**config.mk**
```make
export PLATFORM = sky130hd
export DESIGN_NAME = adc_seq_ctrl
export DESIGN_NICKNAME = d
export VERILOG_FILES = /design/src/rtl/adc_seq_pkg.sv /design/src/rtl/adc_seq_arb.sv /design/src/rtl/adc_seq_fifo.sv /design/src/rtl/adc_seq_engine.sv /design/src/rtl/adc_seq_ctrl.sv
export SDC_FILE = /design/constraint.sdc
export NUM_CORES = 1
export LEC_CHECK = 0
export BUFFER_PORTS_ARGS = -buffer_cell sky130_fd_sc_hd__buf_2
export CAP_MARGIN = 20
export CORE_UTILIZATION = 45
export CTS_CLUSTER_SIZE = 28
export DETAILED_ROUTE_END_ITERATION = 8
export GPL_TIMING_DRIVEN = 0
export HOLD_SLACK_MARGIN = 0.15
export PLACE_DENSITY = 0.59
export SLEW_MARGIN = 5
export SYNTH_ARGS = -nofsm -noshare
export SYNTH_HDL_FRONTEND = slang
export SYNTH_SLANG_ARGS = --single-unit
```
**constraint.sdc**
```tcl
create_clock -name clk -period 4.87 [get_ports clk]
set_clock_uncertainty 0.2 [all_clocks]
set_input_delay 1.461 -clock clk [delete_from_list [all_inputs] [get_ports clk]]
set_output_delay 1.461 -clock clk [all_outputs]
set_load 0.03 [all_outputs]
```
**src/rtl/adc_seq_pkg.sv**
```systemverilog
package adc_seq_pkg;
  localparam int NSEQ   = 4;
  localparam int PRIO_W = 2;
  localparam int CTL_W  = 4;

  localparam int CTL_END_BIT = 1;
  localparam int CTL_IE_BIT  = 2;

  localparam logic [5:0] A_EN    = 6'h00;
  localparam logic [5:0] A_RAW   = 6'h01;
  localparam logic [5:0] A_MASK  = 6'h02;
  localparam logic [5:0] A_ISTAT = 6'h03;
  localparam logic [5:0] A_OVF   = 6'h04;
  localparam logic [5:0] A_UNF   = 6'h05;
  localparam logic [5:0] A_PRIO  = 6'h06;
  localparam logic [5:0] A_KICK  = 6'h07;
  localparam logic [5:0] A_SEQ   = 6'h10;

  typedef enum logic [1:0] {F_MUX = 2'd0, F_CTL = 2'd1, F_DATA = 2'd2, F_STAT = 2'd3} seq_field_e;
  typedef enum logic {ST_IDLE = 1'b0, ST_WAIT = 1'b1} eng_state_e;
endpackage

```
**src/rtl/adc_seq_arb.sv**
```systemverilog
module adc_seq_arb
  import adc_seq_pkg::*;
#(
  parameter int N = NSEQ,
  localparam int SW = $clog2(N)
) (
  input  logic [N-1:0]        req,
  input  logic [PRIO_W-1:0]   prio [N],
  output logic                win_valid,
  output logic [SW-1:0]       win_idx
);
  logic [PRIO_W-1:0] best;

  always_comb begin
    win_valid = 1'b0;
    win_idx   = '0;
    best      = '1;
    for (int i = 0; i < N; i++) begin
      if (req[i] && (!win_valid || prio[i] < best)) begin
        win_valid = 1'b1;
        win_idx   = SW'(i);
        best      = prio[i];
      end
    end
  end
endmodule

```
**src/rtl/adc_seq_fifo.sv**
```systemverilog
module adc_seq_fifo #(
  parameter int DEPTH = 4,
  parameter int W     = 10,
  localparam int PW = (DEPTH > 1) ? $clog2(DEPTH) : 1,
  localparam int CW = $clog2(DEPTH + 1)
) (
  input  logic          clk,
  input  logic          rst,
  input  logic          push,
  input  logic [W-1:0]  din,
  input  logic          pop,
  output logic [W-1:0]  head,
  output logic [CW-1:0] count,
  output logic          empty,
  output logic          full
);
  logic [W-1:0]  mem [DEPTH];
  logic [PW-1:0] wp, rp;

  function automatic logic [PW-1:0] bump(input logic [PW-1:0] p);
    return (p == PW'(DEPTH - 1)) ? '0 : p + 1'b1;
  endfunction

  always_ff @(posedge clk) begin
    if (push) mem[wp] <= din;
  end

  always_ff @(posedge clk) begin
    if (rst) begin
      wp    <= '0;
      rp    <= '0;
      count <= '0;
    end else begin
      if (push) wp <= bump(wp);
      if (pop)  rp <= bump(rp);
      case ({push, pop})
        2'b10:   count <= count + 1'b1;
        2'b01:   count <= count - 1'b1;
        default: count <= count;
      endcase
    end
  end

  assign head  = mem[rp];
  assign empty = (count == '0);
  assign full  = (count == CW'(DEPTH));
endmodule

```
**src/rtl/adc_seq_engine.sv**
```systemverilog
module adc_seq_engine
  import adc_seq_pkg::*;
#(
  parameter int N      = NSEQ,
  parameter int STEPS0 = 8,
  parameter int STEPSN = 4,
  parameter int CHAN_W = 4,
  localparam int MAXSTEPS = (STEPS0 > STEPSN) ? STEPS0 : STEPSN,
  localparam int MW = MAXSTEPS * CHAN_W,
  localparam int CW = MAXSTEPS * CTL_W,
  localparam int SW = $clog2(N),
  localparam int TW = $clog2(MAXSTEPS)
) (
  input  logic              clk,
  input  logic              rst,
  input  logic              win_valid,
  input  logic [SW-1:0]     win_idx,
  input  logic [MW-1:0]     mux_w [N],
  input  logic [CW-1:0]     ctl_w [N],
  input  logic              conv_done,
  output logic              conv_start,
  output logic [CHAN_W-1:0] conv_chan,
  output logic [N-1:0]      grant,
  output logic              push,
  output logic [N-1:0]      ie_set,
  output logic [SW-1:0]     cur_seq,
  output logic [TW-1:0]     cur_step
);
  eng_state_e        state;
  logic [CTL_W-1:0]  cur_ctl;
  logic              at_last, is_end;
  logic [TW-1:0]     nxt_step;

  function automatic logic [TW-1:0] last_of(input logic [SW-1:0] s);
    return (s == '0) ? TW'(STEPS0 - 1) : TW'(STEPSN - 1);
  endfunction

  always_comb begin
    cur_ctl  = ctl_w[cur_seq][int'(cur_step) * CTL_W +: CTL_W];
    at_last  = (cur_step == last_of(cur_seq));
    is_end   = cur_ctl[CTL_END_BIT] || at_last;
    nxt_step = cur_step + 1'b1;
    push     = (state == ST_WAIT) && !conv_start && conv_done;
    grant    = '0;
    if (state == ST_IDLE && win_valid) grant[win_idx] = 1'b1;
    ie_set   = '0;
    if (push && is_end && cur_ctl[CTL_IE_BIT]) ie_set[cur_seq] = 1'b1;
  end

  always_ff @(posedge clk) begin
    if (rst) begin
      state      <= ST_IDLE;
      cur_seq    <= '0;
      cur_step   <= '0;
      conv_start <= 1'b0;
      conv_chan  <= '0;
    end else begin
      case (state)
        ST_IDLE: begin
          conv_start <= 1'b0;
          if (win_valid) begin
            cur_seq    <= win_idx;
            cur_step   <= '0;
            conv_start <= 1'b1;
            conv_chan  <= mux_w[win_idx][CHAN_W-1:0];
            state      <= ST_WAIT;
          end
        end
        ST_WAIT: begin
          conv_start <= 1'b0;
          if (push) begin
            if (is_end) begin
              state <= ST_IDLE;
            end else begin
              cur_step   <= nxt_step;
              conv_start <= 1'b1;
              conv_chan  <= mux_w[cur_seq][int'(nxt_step) * CHAN_W +: CHAN_W];
            end
          end
        end
        default: state <= ST_IDLE;
      endcase
    end
  end
endmodule

```
**src/rtl/adc_seq_ctrl.sv**
```systemverilog
module adc_seq_ctrl
  import adc_seq_pkg::*;
#(
  parameter int STEPS0     = 8,
  parameter int STEPSN     = 4,
  parameter int FIFO_DEPTH = 4,
  parameter int DATA_W     = 10,
  parameter int CHAN_W     = 4,
  parameter int ADDR_W     = 6
) (
  input  logic              clk,
  input  logic              rst,
  input  logic              bus_wr,
  input  logic              bus_rd,
  input  logic [ADDR_W-1:0] bus_addr,
  input  logic [31:0]       bus_wdata,
  output logic [31:0]       bus_rdata,
  output logic              conv_start,
  output logic [CHAN_W-1:0] conv_chan,
  input  logic              conv_done,
  input  logic [DATA_W-1:0] conv_data,
  output logic [NSEQ-1:0]   irq
);
  localparam int MAXSTEPS = (STEPS0 > STEPSN) ? STEPS0 : STEPSN;
  localparam int MW       = MAXSTEPS * CHAN_W;
  localparam int CW       = MAXSTEPS * CTL_W;
  localparam int SW       = $clog2(NSEQ);
  localparam int TW       = $clog2(MAXSTEPS);
  localparam int NW       = $clog2(FIFO_DEPTH + 1);

  logic [NSEQ-1:0]   en_q, mask_q, raw_q, ovf_q, unf_q, pend_q;
  logic [PRIO_W-1:0] prio_q [NSEQ];
  logic [MW-1:0]     mux_q  [NSEQ];
  logic [CW-1:0]     ctl_q  [NSEQ];

  logic              win_valid, eng_push;
  logic [SW-1:0]     win_idx, eng_cur;
  logic [TW-1:0]     eng_step;
  logic [NSEQ-1:0]   grant, ie_set;

  logic [DATA_W-1:0] f_head [NSEQ];
  logic [NW-1:0]     f_cnt  [NSEQ];
  logic [NSEQ-1:0]   f_empty, f_full, f_push, f_pop;
  logic [NSEQ-1:0]   ovf_set, unf_set, kick;

  logic              seq_area;
  logic [SW-1:0]     sel_seq;
  seq_field_e        sel_fld;
  logic [ADDR_W-1:0] seq_off;
  logic [31:0]       rd_val;

  function automatic logic [MW-1:0] mux_mask(input int s);
    return {MW{1'b1}} >> (((s == 0) ? (MAXSTEPS - STEPS0) : (MAXSTEPS - STEPSN)) * CHAN_W);
  endfunction

  function automatic logic [CW-1:0] ctl_mask(input int s);
    return {CW{1'b1}} >> (((s == 0) ? (MAXSTEPS - STEPS0) : (MAXSTEPS - STEPSN)) * CTL_W);
  endfunction

  // address decode
  always_comb begin
    seq_off  = bus_addr - ADDR_W'(A_SEQ);
    seq_area = (bus_addr >= ADDR_W'(A_SEQ)) && (bus_addr < ADDR_W'(A_SEQ) + ADDR_W'(4 * NSEQ));
    sel_seq  = seq_off[SW+1:2];
    sel_fld  = seq_field_e'(seq_off[1:0]);
  end

  adc_seq_arb #(.N(NSEQ)) u_arb (
    .req       (pend_q),
    .prio      (prio_q),
    .win_valid (win_valid),
    .win_idx   (win_idx)
  );

  adc_seq_engine #(
    .N(NSEQ), .STEPS0(STEPS0), .STEPSN(STEPSN), .CHAN_W(CHAN_W)
  ) u_eng (
    .clk        (clk),
    .rst        (rst),
    .win_valid  (win_valid),
    .win_idx    (win_idx),
    .mux_w      (mux_q),
    .ctl_w      (ctl_q),
    .conv_done  (conv_done),
    .conv_start (conv_start),
    .conv_chan  (conv_chan),
    .grant      (grant),
    .push       (eng_push),
    .ie_set     (ie_set),
    .cur_seq    (eng_cur),
    .cur_step   (eng_step)
  );

  for (genvar n = 0; n < NSEQ; n++) begin : g_fifo
    always_comb begin
      f_push[n]  = eng_push && (eng_cur == SW'(n)) && !f_full[n];
      ovf_set[n] = eng_push && (eng_cur == SW'(n)) && f_full[n];
      f_pop[n]   = bus_rd && seq_area && (sel_seq == SW'(n)) && (sel_fld == F_DATA) && !f_empty[n];
      unf_set[n] = bus_rd && seq_area && (sel_seq == SW'(n)) && (sel_fld == F_DATA) && f_empty[n];
    end

    adc_seq_fifo #(.DEPTH(FIFO_DEPTH), .W(DATA_W)) u_fifo (
      .clk   (clk),
      .rst   (rst),
      .push  (f_push[n]),
      .din   (conv_data),
      .pop   (f_pop[n]),
      .head  (f_head[n]),
      .count (f_cnt[n]),
      .empty (f_empty[n]),
      .full  (f_full[n])
    );
  end

  assign kick = (bus_wr && bus_addr == ADDR_W'(A_KICK)) ? bus_wdata[NSEQ-1:0] : '0;

  // register file
  always_ff @(posedge clk) begin
    if (rst) begin
      en_q   <= '0;
      mask_q <= '0;
      raw_q  <= '0;
      ovf_q  <= '0;
      unf_q  <= '0;
      pend_q <= '0;
      irq    <= '0;
      for (int n = 0; n < NSEQ; n++) begin
        prio_q[n] <= PRIO_W'(n);
        mux_q[n]  <= '0;
        ctl_q[n]  <= '0;
      end
    end else begin
      pend_q <= ((pend_q & ~grant) | kick) & en_q;
      irq    <= raw_q & mask_q;
      raw_q  <= (raw_q & ~((bus_wr && bus_addr == ADDR_W'(A_ISTAT)) ? bus_wdata[NSEQ-1:0] : '0)) | ie_set;
      ovf_q  <= (ovf_q & ~((bus_wr && bus_addr == ADDR_W'(A_OVF)) ? bus_wdata[NSEQ-1:0] : '0)) | ovf_set;
      unf_q  <= (unf_q & ~((bus_wr && bus_addr == ADDR_W'(A_UNF)) ? bus_wdata[NSEQ-1:0] : '0)) | unf_set;
      if (bus_wr) begin
        if (bus_addr == ADDR_W'(A_EN))   en_q   <= bus_wdata[NSEQ-1:0];
        if (bus_addr == ADDR_W'(A_MASK)) mask_q <= bus_wdata[NSEQ-1:0];
        if (bus_addr == ADDR_W'(A_PRIO)) begin
          for (int n = 0; n < NSEQ; n++) prio_q[n] <= bus_wdata[4*n +: PRIO_W];
        end
        for (int n = 0; n < NSEQ; n++) begin
          if (seq_area && sel_seq == SW'(n) && sel_fld == F_MUX) mux_q[n] <= bus_wdata[MW-1:0] & mux_mask(n);
          if (seq_area && sel_seq == SW'(n) && sel_fld == F_CTL) ctl_q[n] <= bus_wdata[CW-1:0] & ctl_mask(n);
        end
      end
    end
  end

  // read mux
  always_comb begin
    rd_val = '0;
    if (seq_area) begin
      case (sel_fld)
        F_MUX:  rd_val = 32'(mux_q[sel_seq]);
        F_CTL:  rd_val = 32'(ctl_q[sel_seq]);
        F_DATA: rd_val = f_empty[sel_seq] ? 32'd0 : 32'(f_head[sel_seq]);
        F_STAT: rd_val = 32'(f_cnt[sel_seq]) | (32'(f_empty[sel_seq]) << 8) | (32'(f_full[sel_seq]) << 12);
        default: rd_val = '0;
      endcase
    end else begin
      case (bus_addr)
        ADDR_W'(A_EN):    rd_val = 32'(en_q);
        ADDR_W'(A_RAW):   rd_val = 32'(raw_q);
        ADDR_W'(A_MASK):  rd_val = 32'(mask_q);
        ADDR_W'(A_ISTAT): rd_val = 32'(raw_q & mask_q);
        ADDR_W'(A_OVF):   rd_val = 32'(ovf_q);
        ADDR_W'(A_UNF):   rd_val = 32'(unf_q);
        ADDR_W'(A_PRIO): begin
          for (int n = 0; n < NSEQ; n++) rd_val[4*n +: PRIO_W] = prio_q[n];
        end
        default: rd_val = '0;
      endcase
    end
  end

  always_ff @(posedge clk) begin
    if (rst)         bus_rdata <= '0;
    else if (bus_rd) bus_rdata <= rd_val;
  end
endmodule

```
==> flow_metrics.env, run 1 <==
export IMPL_area_growth_pct=13.9
export IMPL_maxCapViolCount=0
export IMPL_tightest_slew_ns=1.01
export IMPL_grt_use_total=0.277
export IMPL_crit_family="buffers and inverters"
export IMPL_busiest_layer="met1"
export IMPL_crit_path_end_kind="flop"
export IMPL_ctsHoldBuffers=0
export IMPL_hold_viol=0
export IMPL_rows=75
export IMPL_place_hpwl_um=43200
export IMPL_layout_drive_gt1_share=0.155
export IMPL_drtPass1Iterations=5
export IMPL_final_setup_viol_count=0
export IMPL_core_um2=42100
export IMPL_fin_crit_sh=0.966
export IMPL_wl_um=59700
export IMPL_syn_area_per_cell_um2=10.8
export IMPL_numCtsBuffers=47
export IMPL_grt_pass1_vias=14300
export IMPL_totalPowerFinal_mw=7.77
export IMPL_cts_buffer_depth=3
export IMPL_grt_max_degree=17
export IMPL_antenna_found_initial=0
export IMPL_post_cts_setup_buffers=0
export IMPL_die_w_um=209
export IMPL_yosys_warnings=0
export IMPL_syn_num_nets=1868
export IMPL_slowest_stage="nor4_1"
export IMPL_worst_ep_arrival_time_ns=5.03
export IMPL_dieArea_um2=43700
export IMPL_fillers=3746
export IMPL_powerDensity_nw_per_um2=354
export IMPL_drt_iter0_drc=1469
export IMPL_htree_num_levels=2
export IMPL_worstPathMaxFanout=10
export IMPL_ios=94
export IMPL_synth_distinct_cells=58
export IMPL_leakage_nw=7.31
export IMPL_slew_violations=0
export IMPL_synth_seq_cells=435
export IMPL_design_area_um2=22000
export IMPL_nNetsFinal=1994
export IMPL_cts_resized=0
export IMPL_detail_route_wl_per_cell_um=24.0
export IMPL_cts_root_buf="clkbuf_16"
export IMPL_n_antenna_cell=0
export IMPL_crit_chain="buf_2 -> buf_2 -> buf_2 -> buf_2 -> buf_2 -> nor4_1 -> ha_1 -> inv_1 -> fa_1 -> xor2_1 -> or3_1 -> a21oi_1"
export IMPL_status="completed"
export IMPL_grt_pass1_wl_um=89700
export IMPL_num_vias=14700
export IMPL_use_met3=0.0639
export IMPL_use_met1=0.410
export IMPL_max_slew_margin=0.319
export IMPL_numClockSinks=435
export IMPL_via_per_inst=5.93
export IMPL_critPathBufInv=6
export IMPL_portBuffers=77
export IMPL_crit_required_ns=5.19
export IMPL_startpoint_type="input port"
export IMPL_place_congestion=0.950
export IMPL_path_clk_slew_ns=0.06
export IMPL_gr_total_overflow=0
export IMPL_yosysSeqAreaShare=0.535
export IMPL_rsz0062_at_grt="no"
export IMPL_ant_nets=0
export IMPL_synth_edf_count=160
export IMPL_clock_fmax_mhz=213
export IMPL_async_flop_share=0
export IMPL_place_area_um2=20300
export IMPL_crit_path_max_incr_delay_ns=0.88
export IMPL_cpMostUsedCell="buf_2"
export IMPL_crit_type="in -> reg"
export IMPL_drc=0
export IMPL_ys_dominant_reg_cell="dfxtp_1"
export IMPL_cts_tree="done"
export IMPL_netlist_area_um2=19300
export IMPL_initial_core_util=0.458
export IMPL_peakVddDrop_v=0.000238
export IMPL_fin_crit_ns=4.70
export IMPL_gr_usage_met2=0.403
export IMPL_hold_class="reg -> reg"
export IMPL_fin_tns_setup_ns=0
export IMPL_syn_inst=1784
export IMPL_die_h_um=209
export IMPL_clk_latency_ns=0.61
cell families (layout without fill, tap and decap cells):
family / Yosys count / in the layout / synth area share
DFF: 435 / 435 / 0.535
buffers and inverters: 164 / 329 / 0.0337
adders and majority gates: 31 / 31 / 0.0217
xor gates and xnor gates: 9 / 9 / 0.00409
and+or+nand+nor: 660 / 660 / 0.143
AOI/OAI and AO/OA: 309 / 309 / 0.0942
muxes: 176 / 176 / 0.169
per-layer routing:
metal,up-vias,part of all wire
met5,-,0
met4,0,0.029
met3,108,0.091
met2,667,0.43
met1,7310,0.45
li1,6661,-
state kept, by name, indices dropped and copies added, names as in the netlist, named ones only:
signal / cells
unf_q: 4
irq: 4
ctl_q: 80
pend_q: 4
u_eng.conv_start: 1
ovf_q: 4
raw_q: 4
en_q: 4
u_eng.cur_seq: 2
u_eng.state: 1
bus_rdata: 32
g_fifo.u_fifo.mem: 160
mask_q: 4
u_eng.cur_step: 3
u_eng.conv_chan: 4
g_fifo.u_fifo.count: 12
mux_q: 80
g_fifo.u_fifo.wp: 8
g_fifo.u_fifo.rp: 8
prio_q: 8
report_power, final:
| group | leakage [nW] | switching (mW) | internal (mW) | total (mW) |
|---|---|---|---|---|
| sequential | 3.65 | 0.00704 | 3.77 | 3.78 |
| combinational | 2.87 | 0.228 | 0.0681 | 0.296 |
| clock | 0.784 | 1.52 | 2.17 | 3.69 |
final cells by class:
| cell class | instances | area [um^2] | share of cell area |
|---|---|---|---|
| clock buffers | 67 | 1360 | 0.0618 |
| clock inverters | 21 | 251 | 0.0115 |
| well taps | 539 | 674 | 0.0307 |
| multi-input cells | 1185 | 8320 | 0.379 |
| flip-flops and latches | 435 | 10300 | 0.470 |
| inverters | 36 | 135 | 0.00616 |
| plain buffers | 128 | 514 | 0.0234 |
| repair buffers | 77 | 385 | 0.0176 |
Yosys cell counts, types with 8 or more instances:
cell type  instances  share of area
ha_1              27          0.018
nor3_1            19         0.0049
buf_2             13         0.0034
dfxtp_1          275           0.29
o21ai_1            9         0.0023
mux2i_1           54          0.028
mux4_2           119           0.14
clkbuf_1          88          0.017
buf_1             19         0.0037
and3_1            19         0.0062
edfxtp_1         160           0.25
and2_1            15         0.0049
nor2_1           155          0.030
or3_1              9         0.0029
xor2_1             9         0.0041
a2bb2oi_1          8         0.0036
nand2_1          373          0.073
o21ai_0           13         0.0034
a21oi_1          199          0.052
a22oi_1           31          0.012
inv_1             32         0.0062
nand3_1           37         0.0096
worst paths after layout:
kind	startpoint	endpoint	slack, ns	depth (start not counted)
min	ctl_q[123]	ctl_q[123]	0.25	2
max	bus_addr[2]	g_fifo[0].u_fifo.count[2]	0.17	12
max reg2reg	u_eng.cur_seq[0]	g_fifo[1].u_fifo.count[2]	0.79	12
min reg2reg	ctl_q[123]	ctl_q[123]	0.25	2
tightest hold or removal path: cells and delay by family, from the launching register on:
family	cells	cell delay, ns
AND/OR/NAND/NOR	1	0.05
flip-flops	1	0.31
AO/OA/AOI/OAI	1	0.05
per-stage QoR:
step	utilization	worst slack, ns	hold WS, ns	instances
floorplan	-	0.559	0.225	1784
global placement	0.483	-0.469	0.240	2400
detailed placement	0.483	-0.525	0.246	2400
CTS	0.521	0.0891	0.254	2488
global route	0.521	0.0140	0.273	2488
finish	0.521	0.165	0.255	2488
cell usage in the layout (no fill, tap or decap), types with 27 or more instances in the layout:
master     count
edfxtp_1     160
nand2_1      373
inv_1         32
mux4_2       119
clkbuf_16     49
a21oi_1      199
ha_1          27
mux2i_1       54
clkbuf_1      97
nor2_1       155
a22oi_1       31
buf_2         90
dfxtp_1      275
nand3_1       37
No activity file was read; power rests on OpenSTA's default activity.
==> run 2: changes to the inputs <==
--- a/config.mk
+++ b/config.mk
@@ -5,6 +5,7 @@
 export SDC_FILE = /design/constraint.sdc
 export NUM_CORES = 1
 export LEC_CHECK = 0
+export ABC_AREA = 1
 export BUFFER_PORTS_ARGS = -buffer_cell sky130_fd_sc_hd__buf_2
 export CAP_MARGIN = 20
 export CORE_UTILIZATION = 45
==> flow_metrics.env, run 2 <==
export IMPL_yosysTopAreaCell="dfxtp_1"
export IMPL_dieArea_um2=42800
export IMPL_async_flop_share=0
export IMPL_grt_pass1_wl_um=99600
export IMPL_fin_crit_ns=4.23
export IMPL_p_int_mw=5.83
export IMPL_die_w_um=207
export IMPL_p_switching_mw=1.78
export IMPL_die_h_um=207
export IMPL_core_um2=41100
export IMPL_rows=74
export IMPL_r2r_slack_ns=1.32
export IMPL_startpoint_type="input port"
export IMPL_gr_total_overflow=0
export IMPL_leakage_nw=7.74
export IMPL_numClockSinks=435
export IMPL_path_clk_slew_ns=0.06
export IMPL_violations="design-rule violations"
export IMPL_htree_num_levels=2
export IMPL_numCtsBuffers=45
export IMPL_ctsHoldBuffers=0
export IMPL_syn_num_nets=2275
export IMPL_cts_tree="done"
export IMPL_place_area_um2=20000
export IMPL_hold_viol=0
export IMPL_layout_drive_gt1_share=0.0817
export IMPL_layout_commonest_cell="o21ai_0"
export IMPL_synth_distinct_cells=43
export IMPL_area_growth_pct=13.7
export IMPL_maxCapViolCount=0
export IMPL_design_area_um2=21500
export IMPL_top_register="g_fifo.u_fifo.mem"
export IMPL_initial_core_util=0.460
export IMPL_reg2reg_depth=6
export IMPL_num_vias=16900
export IMPL_status="finished with violations"
export IMPL_crit_type="in -> reg"
export IMPL_cts_root_buf="clkbuf_16"
export IMPL_rr_startpoint="u_eng.cur_seq[1]"
export IMPL_yosysSeqAreaShare=0.545
export IMPL_peakVddDrop_v=0.000278
export IMPL_combPwrFrac=0.043
export IMPL_powerDensity_nw_per_um2=354
export IMPL_post_cts_setup_buffers=0
export IMPL_netlist_area_um2=18900
export IMPL_antenna_found_initial=3
export IMPL_synth_top_area_frac=0.291
export IMPL_worstReg2RegEnd="g_fifo[1].u_fifo.mem[0][1]"
export IMPL_synth_commonest_cells="o21ai_0, dfxtp_1, a21oi_1, nor2_1, inv_1"
export IMPL_fin_tns_setup_ns=0
export IMPL_wl_um=68100
export IMPL_drt_iter0_drc=1850
export IMPL_tightest_slew_ns=1.08
export IMPL_rsz0062_at_grt="no"
export IMPL_hold_class="reg -> reg"
export IMPL_reg_top3="g_fifo.u_fifo.mem (160), ctl_q (80), mux_q (80)"
export IMPL_cts_resized=0
export IMPL_cts_buffer_depth=3
export IMPL_crit_path_end_kind="flop"
export IMPL_pwr_share_seq=0.497
export IMPL_clock_power_share=0.460
export IMPL_grt_max_degree=17
export IMPL_syn_inst=2191
export IMPL_place_congestion=1.02
export IMPL_grt_pass1_vias=16200
export IMPL_grt_use_total=0.319
export IMPL_clk_latency_ns=0.61
export IMPL_largest_reg_flops=160
export IMPL_crit_required_ns=5.14
export IMPL_setup_worst_path_start="bus_addr[3]"
export IMPL_ios=94
export IMPL_worst_ep_arrival_time_ns=4.50
export IMPL_slew_violations=0
export IMPL_synth_most_common_cell="o21ai_0"
export IMPL_switching_share=0.234
export IMPL_drtPass1Iterations=9
export IMPL_max_slew_margin=0.282
export IMPL_ys_dominant_reg_cell="dfxtp_1"
export IMPL_worstPathMaxFanout=10
export IMPL_synth_seq_cells=435
export IMPL_yosys_warnings=0
export IMPL_drc=6
export IMPL_final_cell_mix="o21ai_0, dfxtp_1, a21oi_1, nor2_1, inv_1"
export IMPL_detail_route_wl_per_cell_um=23.5
export IMPL_fin_crit_sh=0.868
export IMPL_crit_end="bus_rdata[8]"
export IMPL_ys_top_cells_by_area="dfxtp_1, edfxtp_1, o21ai_0"
export IMPL_portBuffers=87
export IMPL_via_per_inst=5.85
export IMPL_nNetsFinal=2411
export IMPL_ant_nets=0
export IMPL_syn_area_per_cell_um2=8.63
export IMPL_final_setup_viol_count=0
export IMPL_place_hpwl_um=49100
export IMPL_synth_edf_count=160
export IMPL_clock_fmax_mhz=236
run 2: routing by layer:
metal	GRT usage	up-vias	wire length [um]
li1	-	7926	-
met1	0.388	8052	26900
met2	0.536	761	32500
met3	0.0557	198	5100
met4	0.172	4	3660
met5	0	-	25
run 2: cell families after synthesis:
kind of cell	synth area share
DFF	0.545
buffers and inverters	0.0749
AOI/OAI and AO/OA	0.237
adders and majority gates	0.0221
xor gates and xnor gates	0.000463
and+or+nand+nor	0.121
run 2: area by class of cell:
type | count | area (um^2)
Clock buffer | 64 | 1310
Timing Repair Buffer | 89 | 450
Antenna cell | 1 | 2.50
Multi-Input combinational cell | 1385 | 7180
Clock inverter | 18 | 166
Fill cell | 3932 | 19600
Inverter | 241 | 905
Buffer | 130 | 512
Tap cell | 532 | 666
Sequential cell | 435 | 10300
run 2: power by group through the flow:
| stage | Clock [mW] | Sequential (mW) | Combinational (mW) |
|---|---|---|---|
| floorplan | 0 | 3.87 | 0.137 |
| global placement | 0 | 3.87 | 0.314 |
| detailed placement | 0 | 3.87 | 0.317 |
| CTS | 3.53 | 3.79 | 0.318 |
| global route | 3.67 | 3.79 | 0.342 |
| finish | 3.50 | 3.79 | 0.328 |
run 2: worst min path at each step:
stage,to,from,slack (ns),depth (start not counted)
final,u_eng.conv_chan[1],u_eng.conv_chan[1],0.25,2
after global routing,ctl_q[112],ctl_q[112],0.27,2
after CTS,ctl_q[124],ctl_q[124],0.25,2
after detailed placement,u_eng.conv_chan[1],u_eng.conv_chan[1],0.24,2
after global placement,u_eng.conv_chan[2],u_eng.conv_chan[2],0.24,2
after floorplan,irq[1],mask_q[1],0.22,2
run 2: through the flow:
| step | total power, mW | instances | hold slack, ns | setup slack (ns) | util |
|---|---|---|---|---|---|
| final | 7.61 | 2895 | 0.252 | 0.642 | 0.523 |
| after global routing | 7.79 | 2895 | 0.274 | 0.690 | 0.523 |
| after CTS | 7.64 | 2892 | 0.254 | 0.860 | 0.523 |
| after detailed placement | 4.18 | 2810 | 0.243 | 0.225 | 0.487 |
| after global placement | 4.18 | 2810 | 0.239 | 0.257 | 0.487 |
| after floorplan | 4.01 | 2191 | 0.220 | 1.31 | - |
run 2: critical path: stages:
cell      delay, ns
buf_2          0.11
inv_1          0.05
nand2_1        0.07
clkbuf_1       0.48
inv_1          0.28
clkbuf_1       0.47
a221oi_1       0.91
nor2_1         0.09
o21ai_0        0.44
a21oi_1        0.12
